<file path="src/rtl/ks_pkg.sv">
package ks_pkg;
  localparam int WORD_MAX = 64;
  localparam int IDX_W    = 7;
  localparam int CFG_W    = 4;
  localparam int TAP_N    = 5;
  localparam int GRP_N    = 4;

  typedef struct packed {
    logic [IDX_W-1:0] len;
    logic [2:0]       m;
    logic [IDX_W-1:0] rounds;
    logic [2:0]       zsel;
  } ks_cfg_t;

  function automatic ks_cfg_t decode_cfg(logic [CFG_W-1:0] c);
    ks_cfg_t r;
    case (c)
      4'd1:    r = '{len: 7'd24, m: 3'd3, rounds: 7'd36, zsel: 3'd0};
      4'd2:    r = '{len: 7'd24, m: 3'd4, rounds: 7'd36, zsel: 3'd1};
      4'd3:    r = '{len: 7'd32, m: 3'd3, rounds: 7'd42, zsel: 3'd2};
      4'd4:    r = '{len: 7'd32, m: 3'd4, rounds: 7'd44, zsel: 3'd3};
      4'd5:    r = '{len: 7'd48, m: 3'd2, rounds: 7'd52, zsel: 3'd2};
      4'd6:    r = '{len: 7'd48, m: 3'd3, rounds: 7'd54, zsel: 3'd3};
      4'd7:    r = '{len: 7'd64, m: 3'd2, rounds: 7'd68, zsel: 3'd2};
      4'd8:    r = '{len: 7'd64, m: 3'd3, rounds: 7'd69, zsel: 3'd3};
      4'd9:    r = '{len: 7'd64, m: 3'd4, rounds: 7'd72, zsel: 3'd4};
      default: r = '{len: 7'd16, m: 3'd4, rounds: 7'd32, zsel: 3'd0};
    endcase
    return r;
  endfunction
endpackage

</file>
<file path="src/rtl/ks_word_sreg.sv">
module ks_word_sreg #(
  parameter int W     = 64,
  parameter int LEN_W = 7,
  parameter int TAPS  = 5
) (
  input  logic             clk_i,
  input  logic             rst_ni,
  input  logic             en_i,
  input  logic [LEN_W-1:0] len_i,
  input  logic             bit_i,
  output logic [TAPS-1:0]  tap_o
);
  logic [W-1:0] q, nxt;

  // shift toward bit 0, new bit enters at position len-1
  for (genvar g = 0; g < W; g++) begin : g_bit
    if (g == W-1) begin : g_top
      assign nxt[g] = (int'(len_i) == W) ? bit_i : 1'b0;
    end else begin : g_mid
      assign nxt[g] = (g == int'(len_i) - 1) ? bit_i :
                      (g <  int'(len_i) - 1) ? q[g+1] : 1'b0;
    end
  end

  always_ff @(posedge clk_i or negedge rst_ni) begin
    if (!rst_ni)   q <= '0;
    else if (en_i) q <= nxt;
  end

  assign tap_o = q[TAPS-1:0];

  AST_STORE_HOLD: assert property (@(posedge clk_i) disable iff (!rst_ni)
    !en_i |=> $stable(q));
endmodule

</file>
<file path="src/rtl/ks_ctrl.sv">
module ks_ctrl #(
  parameter int IDX_W = 7
) (
  input  logic             clk_i,
  input  logic             rst_ni,
  input  logic             start_i,
  input  logic [IDX_W-1:0] len_i,
  input  logic [IDX_W-1:0] rounds_i,
  output logic             busy_o,
  output logic [IDX_W-1:0] idx_o,
  output logic [IDX_W-1:0] round_o
);
  logic             busy_q;
  logic [IDX_W-1:0] idx_q, round_q;
  logic             last_bit, last_round;

  assign last_bit   = idx_q == len_i - IDX_W'(1);
  assign last_round = round_q == rounds_i - IDX_W'(1);

  always_ff @(posedge clk_i or negedge rst_ni) begin
    if (!rst_ni) begin
      busy_q  <= 1'b0;
      idx_q   <= '0;
      round_q <= '0;
    end else if (!busy_q) begin
      if (start_i) begin
        busy_q  <= 1'b1;
        idx_q   <= '0;
        round_q <= '0;
      end
    end else if (last_bit) begin
      idx_q <= '0;
      if (last_round) busy_q  <= 1'b0;
      else            round_q <= round_q + IDX_W'(1);
    end else begin
      idx_q <= idx_q + IDX_W'(1);
    end
  end

  assign busy_o  = busy_q;
  assign idx_o   = idx_q;
  assign round_o = round_q;

  AST_START_ENTRY: assert property (@(posedge clk_i) disable iff (!rst_ni)
    (start_i && !busy_q) |=> (busy_q && idx_q == '0 && round_q == '0));
  AST_IDX_STEP: assert property (@(posedge clk_i) disable iff (!rst_ni)
    (busy_q && !last_bit) |=> (busy_q && idx_q == $past(idx_q) + IDX_W'(1) && $stable(round_q)));
  AST_ROUND_STEP: assert property (@(posedge clk_i) disable iff (!rst_ni)
    (busy_q && last_bit && !last_round) |=> (busy_q && idx_q == '0 && round_q == $past(round_q) + IDX_W'(1)));
  AST_IDX_BOUND: assert property (@(posedge clk_i) disable iff (!rst_ni)
    busy_q |-> idx_q < len_i);
  AST_DONE_DROP: assert property (@(posedge clk_i) disable iff (!rst_ni)
    (busy_q && last_bit && last_round) |=> (!busy_q && idx_q == '0 && $stable(round_q)));
  AST_IDLE_STAY: assert property (@(posedge clk_i) disable iff (!rst_ni)
    (!busy_q && !start_i) |=> (!busy_q && $stable(round_q)));
endmodule

</file>
<file path="src/rtl/ks_mix.sv">
module ks_mix #(
  parameter int IDX_W = 7
) (
  input  logic [IDX_W-1:0] idx_i,
  input  logic [IDX_W-1:0] len_i,
  input  logic             wide_i,
  input  logic             z_i,
  input  logic             low_i,
  input  logic             top3_i,
  input  logic             top4_i,
  input  logic [3:0]       sav_top_i,
  input  logic             g1_0_i,
  input  logic             g1_1_i,
  input  logic             sav_g1_i,
  output logic             bit_o
);
  logic [IDX_W-1:0] i1, i3, i4, d3, d4;
  logic             a3, a4, k1n, cbit;

  always_comb begin
    i1 = idx_i + IDX_W'(1);
    i3 = idx_i + IDX_W'(3);
    i4 = idx_i + IDX_W'(4);
    d3 = i3 - len_i;
    d4 = i4 - len_i;
    // past the end of the word the wrapped bits come from the saved low bits
    a3  = (i3 < len_i) ? top3_i : sav_top_i[d3[1:0]];
    a4  = (i4 < len_i) ? top4_i : sav_top_i[d4[1:0]];
    k1n = (i1 < len_i) ? g1_1_i : sav_g1_i;
    // constant 2^n-4 plus round bit at position 0
    cbit  = (idx_i >= IDX_W'(2)) ? 1'b1 : ((idx_i == '0) ? z_i : 1'b0);
    bit_o = a3 ^ a4 ^ low_i ^ cbit ^ (wide_i ? (g1_0_i ^ k1n) : 1'b0);
  end
endmodule

</file>
<file path="src/rtl/serial_key_sched.sv">
module serial_key_sched
  import ks_pkg::*;
#(
  parameter int WORD_W = ks_pkg::WORD_MAX
) (
  input  logic             clk_i,
  input  logic             rst_ni,
  input  logic [CFG_W-1:0] cfg_i,
  input  logic             load_i,
  input  logic             key_bit_i,
  input  logic             start_i,
  input  logic             z_i,
  output logic             rk_bit_o,
  output logic [IDX_W-1:0] bit_idx_o,
  output logic [IDX_W-1:0] round_o,
  output logic             busy_o,
  output logic [2:0]       zsel_o
);
  ks_cfg_t          cfg;
  logic             busy, shift_ld, new_bit, wide;
  logic [IDX_W-1:0] idx;
  logic [GRP_N-1:0] grp_en, grp_in;
  logic [TAP_N-1:0] tap [GRP_N];
  logic [3:0]       sav_top_q;
  logic             sav_g1_q;

  assign cfg      = decode_cfg(cfg_i);
  assign wide     = cfg.m == 3'd4;
  assign shift_ld = load_i && !busy;

  ks_ctrl #(.IDX_W(IDX_W)) i_ctrl (
    .clk_i, .rst_ni, .start_i,
    .len_i(cfg.len), .rounds_i(cfg.rounds),
    .busy_o(busy), .idx_o(idx), .round_o(round_o)
  );

  // group 3 is always the newest word, group 0 the current round key
  always_comb begin
    grp_en    = '0;
    grp_en[0] = busy || shift_ld;
    grp_en[3] = busy || shift_ld;
    grp_en[2] = (busy || shift_ld) && cfg.m >= 3'd3;
    grp_en[1] = (busy || shift_ld) && wide;
    grp_in[3] = busy ? new_bit : key_bit_i;
    grp_in[2] = tap[3][0];
    grp_in[1] = tap[2][0];
    case (cfg.m)
      3'd2:    grp_in[0] = tap[3][0];
      3'd3:    grp_in[0] = tap[2][0];
      default: grp_in[0] = tap[1][0];
    endcase
  end

  for (genvar g = 0; g < GRP_N; g++) begin : g_grp
    ks_word_sreg #(.W(WORD_W), .LEN_W(IDX_W), .TAPS(TAP_N)) i_word (
      .clk_i, .rst_ni,
      .en_i(grp_en[g]), .len_i(cfg.len), .bit_i(grp_in[g]), .tap_o(tap[g])
    );
  end

  always_ff @(posedge clk_i or negedge rst_ni) begin
    if (!rst_ni) begin
      sav_top_q <= '0;
      sav_g1_q  <= 1'b0;
    end else if (busy && idx == '0) begin
      sav_top_q <= tap[3][3:0];
      sav_g1_q  <= tap[1][0];
    end
  end

  ks_mix #(.IDX_W(IDX_W)) i_mix (
    .idx_i(idx), .len_i(cfg.len), .wide_i(wide), .z_i,
    .low_i(tap[0][0]), .top3_i(tap[3][3]), .top4_i(tap[3][4]),
    .sav_top_i(sav_top_q), .g1_0_i(tap[1][0]), .g1_1_i(tap[1][1]),
    .sav_g1_i(sav_g1_q), .bit_o(new_bit)
  );

  assign rk_bit_o  = busy ? tap[0][0] : 1'b0;
  assign bit_idx_o = idx;
  assign busy_o    = busy;
  assign zsel_o    = cfg.zsel;

  AST_SAVE_TIMING: assert property (@(posedge clk_i) disable iff (!rst_ni)
    (busy && idx == '0) |=> (sav_top_q == $past(tap[3][3:0])));
  AST_LOAD_BLOCKED: assert property (@(posedge clk_i) disable iff (!rst_ni)
    (busy && load_i && idx != cfg.len - IDX_W'(1)) |=> busy_o);
endmodule

</file>
<file path="config.mk">
export PLATFORM = sky130hd
export DESIGN_NAME = serial_key_sched
export DESIGN_NICKNAME = d
export VERILOG_FILES = /design/src/rtl/ks_pkg.sv /design/src/rtl/ks_word_sreg.sv /design/src/rtl/ks_ctrl.sv /design/src/rtl/ks_mix.sv /design/src/rtl/serial_key_sched.sv
export SDC_FILE = /design/constraint.sdc
export NUM_CORES = 1
export LEC_CHECK = 0
export ABC_AREA = 1
export BUFFER_PORTS_ARGS = -buffer_cell sky130_fd_sc_hd__buf_2
export CORE_MARGIN = 3
export CORE_UTILIZATION = 66
export CTS_CLUSTER_DIAMETER = 200
export DETAILED_ROUTE_END_ITERATION = 12
export PLACE_DENSITY = 0.83
export SETUP_SLACK_MARGIN = 0.4
export SYNTH_ARGS = -nofsm -noshare
export SYNTH_HDL_FRONTEND = slang
export SYNTH_SLANG_ARGS = --single-unit
</file>
<file path="constraint.sdc">
create_clock -name clk_i -period 3.9 [get_ports clk_i]
set_clock_uncertainty 0.05 [all_clocks]
set_input_delay 0.39 -clock clk_i [delete_from_list [all_inputs] [get_ports clk_i]]
set_output_delay 0.39 -clock clk_i [all_outputs]
set_load 0.05 [all_outputs]
</file>
==> metrics.md <==
| Metric | Value |
|---|---|
| Final Setup Violations | 0 |
| Port bufs | 28 |
| RD Place Congestion | 0.8907 |
| Crit Reg-Reg Endpoint | g_grp[3].i_word.q[23] |
| Final #Nets | 1,531 |
| Syn_nets | 1,526 |
| Synth-to-Final Area Change | 10.08% |
| CP max stage cell | dfrtp_1 |
| Startpoint types | flip-flop |
| GRT Total Usage | 28.21% |
| Commonest non-fill, non-tap cell in the layout | nand2_1 |
| DR vias | around 10,000 |
| Period utilisation layout | a little over 80% |
| Total CTS buffers | 28 |
| Mapped cell area | 12,600 sq um |
| CP Cell Sequence | ha_1 -> nand2_1 -> nor2_1 -> xor2_1 -> o21ai_1 -> inv_1 -> ha_1 -> nand2_1 -> inv_1 -> nand2_1 -> nand2_1 -> nand2_1 -> nand3_1 -> inv_1 -> nor2_1 -> nand2_1 -> nand2_1 -> nand2_1 -> nand2_2 -> nand2_1 -> nand2_1 -> nand2_1 |
| First-pass iteration count of the detailed router | 5 |
| Critical path arrival | between 3 and 4 ns |
| DR DRC count | 0 |
| Ports | 29 |
| First-pass GRT wire length | 47,930 um |
| Via density | 5.742 |
| Reg2Reg Depth | 22 |
| Largest net degree at the start of global routing | 126 |
| Core footprint | 18,330 sq um |
| Fmax | 315.8 MHz |
| HPWL after detailed placement | 17,830 um |
| Most frequent cells in the layout | 452 x nand2_1, 275 x dfrtp_1, 172 x nand3_1 |
| Crit-path most repeated cell | nand2_1 |
| Crit Path Max Fanout | 8 |
| Die Span Y | approximately 140 um |
| Non-filler instance count after layout | 1,750 |
| Clock-pin slew on the worst setup and hold paths | 0.06 ns |
| Status | complete, no violations |
| PnR Total Power | 7601 uW |
| Max Slew Vio Count | 0 |
| Skew-Pair Late Insertion Delay | 0.54 ns |
| CTS root buffer | clkbuf_16 |
| Syn Inst Count | between 1,000 and 1,500 |
| CTS max path bufs | 3 |
| Syn Area/Cell | 8.436 sq um |
| Fin. Hold Viols | 0 |
| H-tree depth | 1 |
| Vias in the first global route | 9,790 |
| Placed cell count | 1,697 |
| WP data required | 4.28 ns |
| TritonCTS clock tree | done |
| Clk sink count | 276 |
| Post-CTS Setup Bufs | 0 |
| Overflow after GRT | 0 |
| Synth unique cells | 40 |
| Critical path endpoint | g_grp[3].i_word.q[23] |
| WL/cell | 16.24 um |
| YS warnings | 0 |
| RSZ-0062 raised after global routing | no |
| FF-to-FF Start | i_ctrl.idx_o[3] |
| R2R setup slack | 0.73 ns |
| HP Start | start_i |
| Iteration-0 DRC Markers | 733 |
| # diodes | 0 |
| Slew margin rel. | 37.00% |
| CP startpoint | i_ctrl.idx_o[3] |
| Sequential element share of the synthesized area | 54.80% |
| Total length of routed wires | 28,420 um |
| Die area | 20,790 sq um |
| CP peak stage delay | approximately 0.47 ns |
| Initial antenna violation count | 0 |
| Antenna-violating nets left | 0 |
| Worst setup EP type | flip-flop |
| Setup TNS | 0 ns |
| Ratio of cells with drive above 1 in the final layout | 9.270% |
| Post-route minimum period | around 3.2 ns |
| #FFs+latches synth | 276 |
| Power per Cell Area | 547.9 nW/um^2 |
| Kind of critical path | reg -> reg |
| Row count | 49 |
| Peak supply drop | 0.3739 mV |
| LEAKAGE | 0.006805 uW |
| Initial core utilization | 68.75% |
| Tightest Hold Check Type | in -> reg |
| Max_cap viols | 0 |
| Worst-Margin Slew | 0.9387 ns |
| Die Span X | 144.2 um |
metal layers:
metal	vias to the layer above	global-route usage [%]	share of wire (%)
met2	275	45.17	47
li1	4869	-	-
met1	4846	40.82	44
met4	0	8.395	2.5
met5	-	0	0
met3	59	4.001	5.7
worst max-delay path: cells and delay by family, from the launching register on:
family                     cells  cell delay [ns]
and+or+nand+nor               15             1.50
adders and majority gates      2             0.51
DFF                            1             0.47
AOI/OAI and AO/OA              1             0.22
buffers and inverters          3             0.16
xor gates and xnor gates       1             0.12
registers in the layout (all words and copies together) (netlist names):
register        cells
sav_g1_q            1
sav_top_q           4
i_ctrl.idx_o        7
g_grp.i_word.q    256
i_ctrl.round_o      7
i_ctrl.busy_o       1
kinds of logic (layout without fill, tap and decap cells):
logic type	count (synthesis)	after routing	share of synthesized area [%]
flip-flops	276	276	54.80
buffers and inverters	216	243	6.711
AND/OR/NAND/NOR	701	701	23.26
multiplexers	1	1	0.08934
AO/OA/AOI/OAI	263	263	11.91
adder cells (fa/ha/maj)	22	22	2.184
XOR/XNOR	15	15	1.042
cell usage after synthesis:
cell type	n	area, sq um
a31oi_1	8	50.05
nand2_1	454	1704
buf_4	1	7.510
nand2_2	4	25.02
a22oi_1	4	30.03
buf_2	25	125.1
o21ai_0	119	595.6
a211oi_1	1	7.510
o32ai_1	2	17.52
nor2_4	4	45.04
xor2_1	15	131.4
o211ai_1	2	15.01
o221ai_1	1	8.760
nand2_4	1	11.26
o22ai_2	1	12.51
a221oi_1	1	8.760
o22ai_1	5	31.28
buf_1	6	22.52
nor2_1	50	187.7
inv_2	17	63.81
or2_1	1	6.260
dfrtp_1	276	6907
inv_1	119	446.7
a21oi_4	1	16.27
nor3_1	5	25.02
o31ai_1	42	315.3
or2_2	2	12.51
a2bb2oi_1	1	8.760
nand3_1	172	860.8
nand4_1	3	18.77
clkbuf_1	48	180.2
mux2_2	1	11.26
a21oi_1	37	185.2
o21ai_1	35	175.2
o21a_1	1	7.510
o21ai_2	1	8.760
nor3_2	1	10.01
ha_1	22	275.3
o21bai_1	1	7.510
nor2_2	4	25.02
report_power, final:
| group | leakage, uW | switching (uW) | internal, uW |
|---|---|---|---|
| combinational | 0.00256 | 1270 | 499 |
| clock | 0.000443 | 1090 | 1460 |
| sequential | 0.00380 | 212 | 3070 |
worst min path at each step:
stage / to / slack (ns) / depth (start not counted)
2_1_floorplan: g_grp[0].i_word.q[0] / 0.04 / 0
4_1_cts: i_ctrl.idx_o[0] / 0.18 / 3
3_3_place_gp: g_grp[0].i_word.q[29] / 0.41 / 2
6_report: i_ctrl.idx_o[0] / 0.20 / 3
3_5_place_dp: g_grp[2].i_word.q[20] / 0.42 / 2
5_1_grt: i_ctrl.idx_o[0] / 0.20 / 3
per-stage QoR:
stage                     utilization [%]  worst slack [ns]  hold slack, ns  cell area (sq um)
after floorplan                         -            0.9896         0.04441              12600
after global placement              70.77            0.6613          0.4124              12970
after detailed placement            70.77            0.5285          0.4160              12970
after CTS                           75.66            0.5875          0.1792              13870
after global routing                75.68            0.4064          0.2040              13870
final                               75.68            0.7331          0.1957              13870
layout make-up:
type / count / area [sq um]
Sequential cell: 276 / 6908
Multi-Input combinational cell: 1002 / 4875
Fill cell: 1336 / 4458
Clock buffer: 43 / 827.0
Inverter: 136 / 511.7
Timing Repair Buffer: 55 / 405.4
Tap cell: 229 / 286.5
Clock inverter: 9 / 60.06
timing repair:
action	4_1_cts	5_1_grt
endpoints found under the hold margin	102	0
gates resized for setup	0	3
hold buffers	1	0
setup endpoints to repair	0	5
Power figures use the tool's default switching activity.
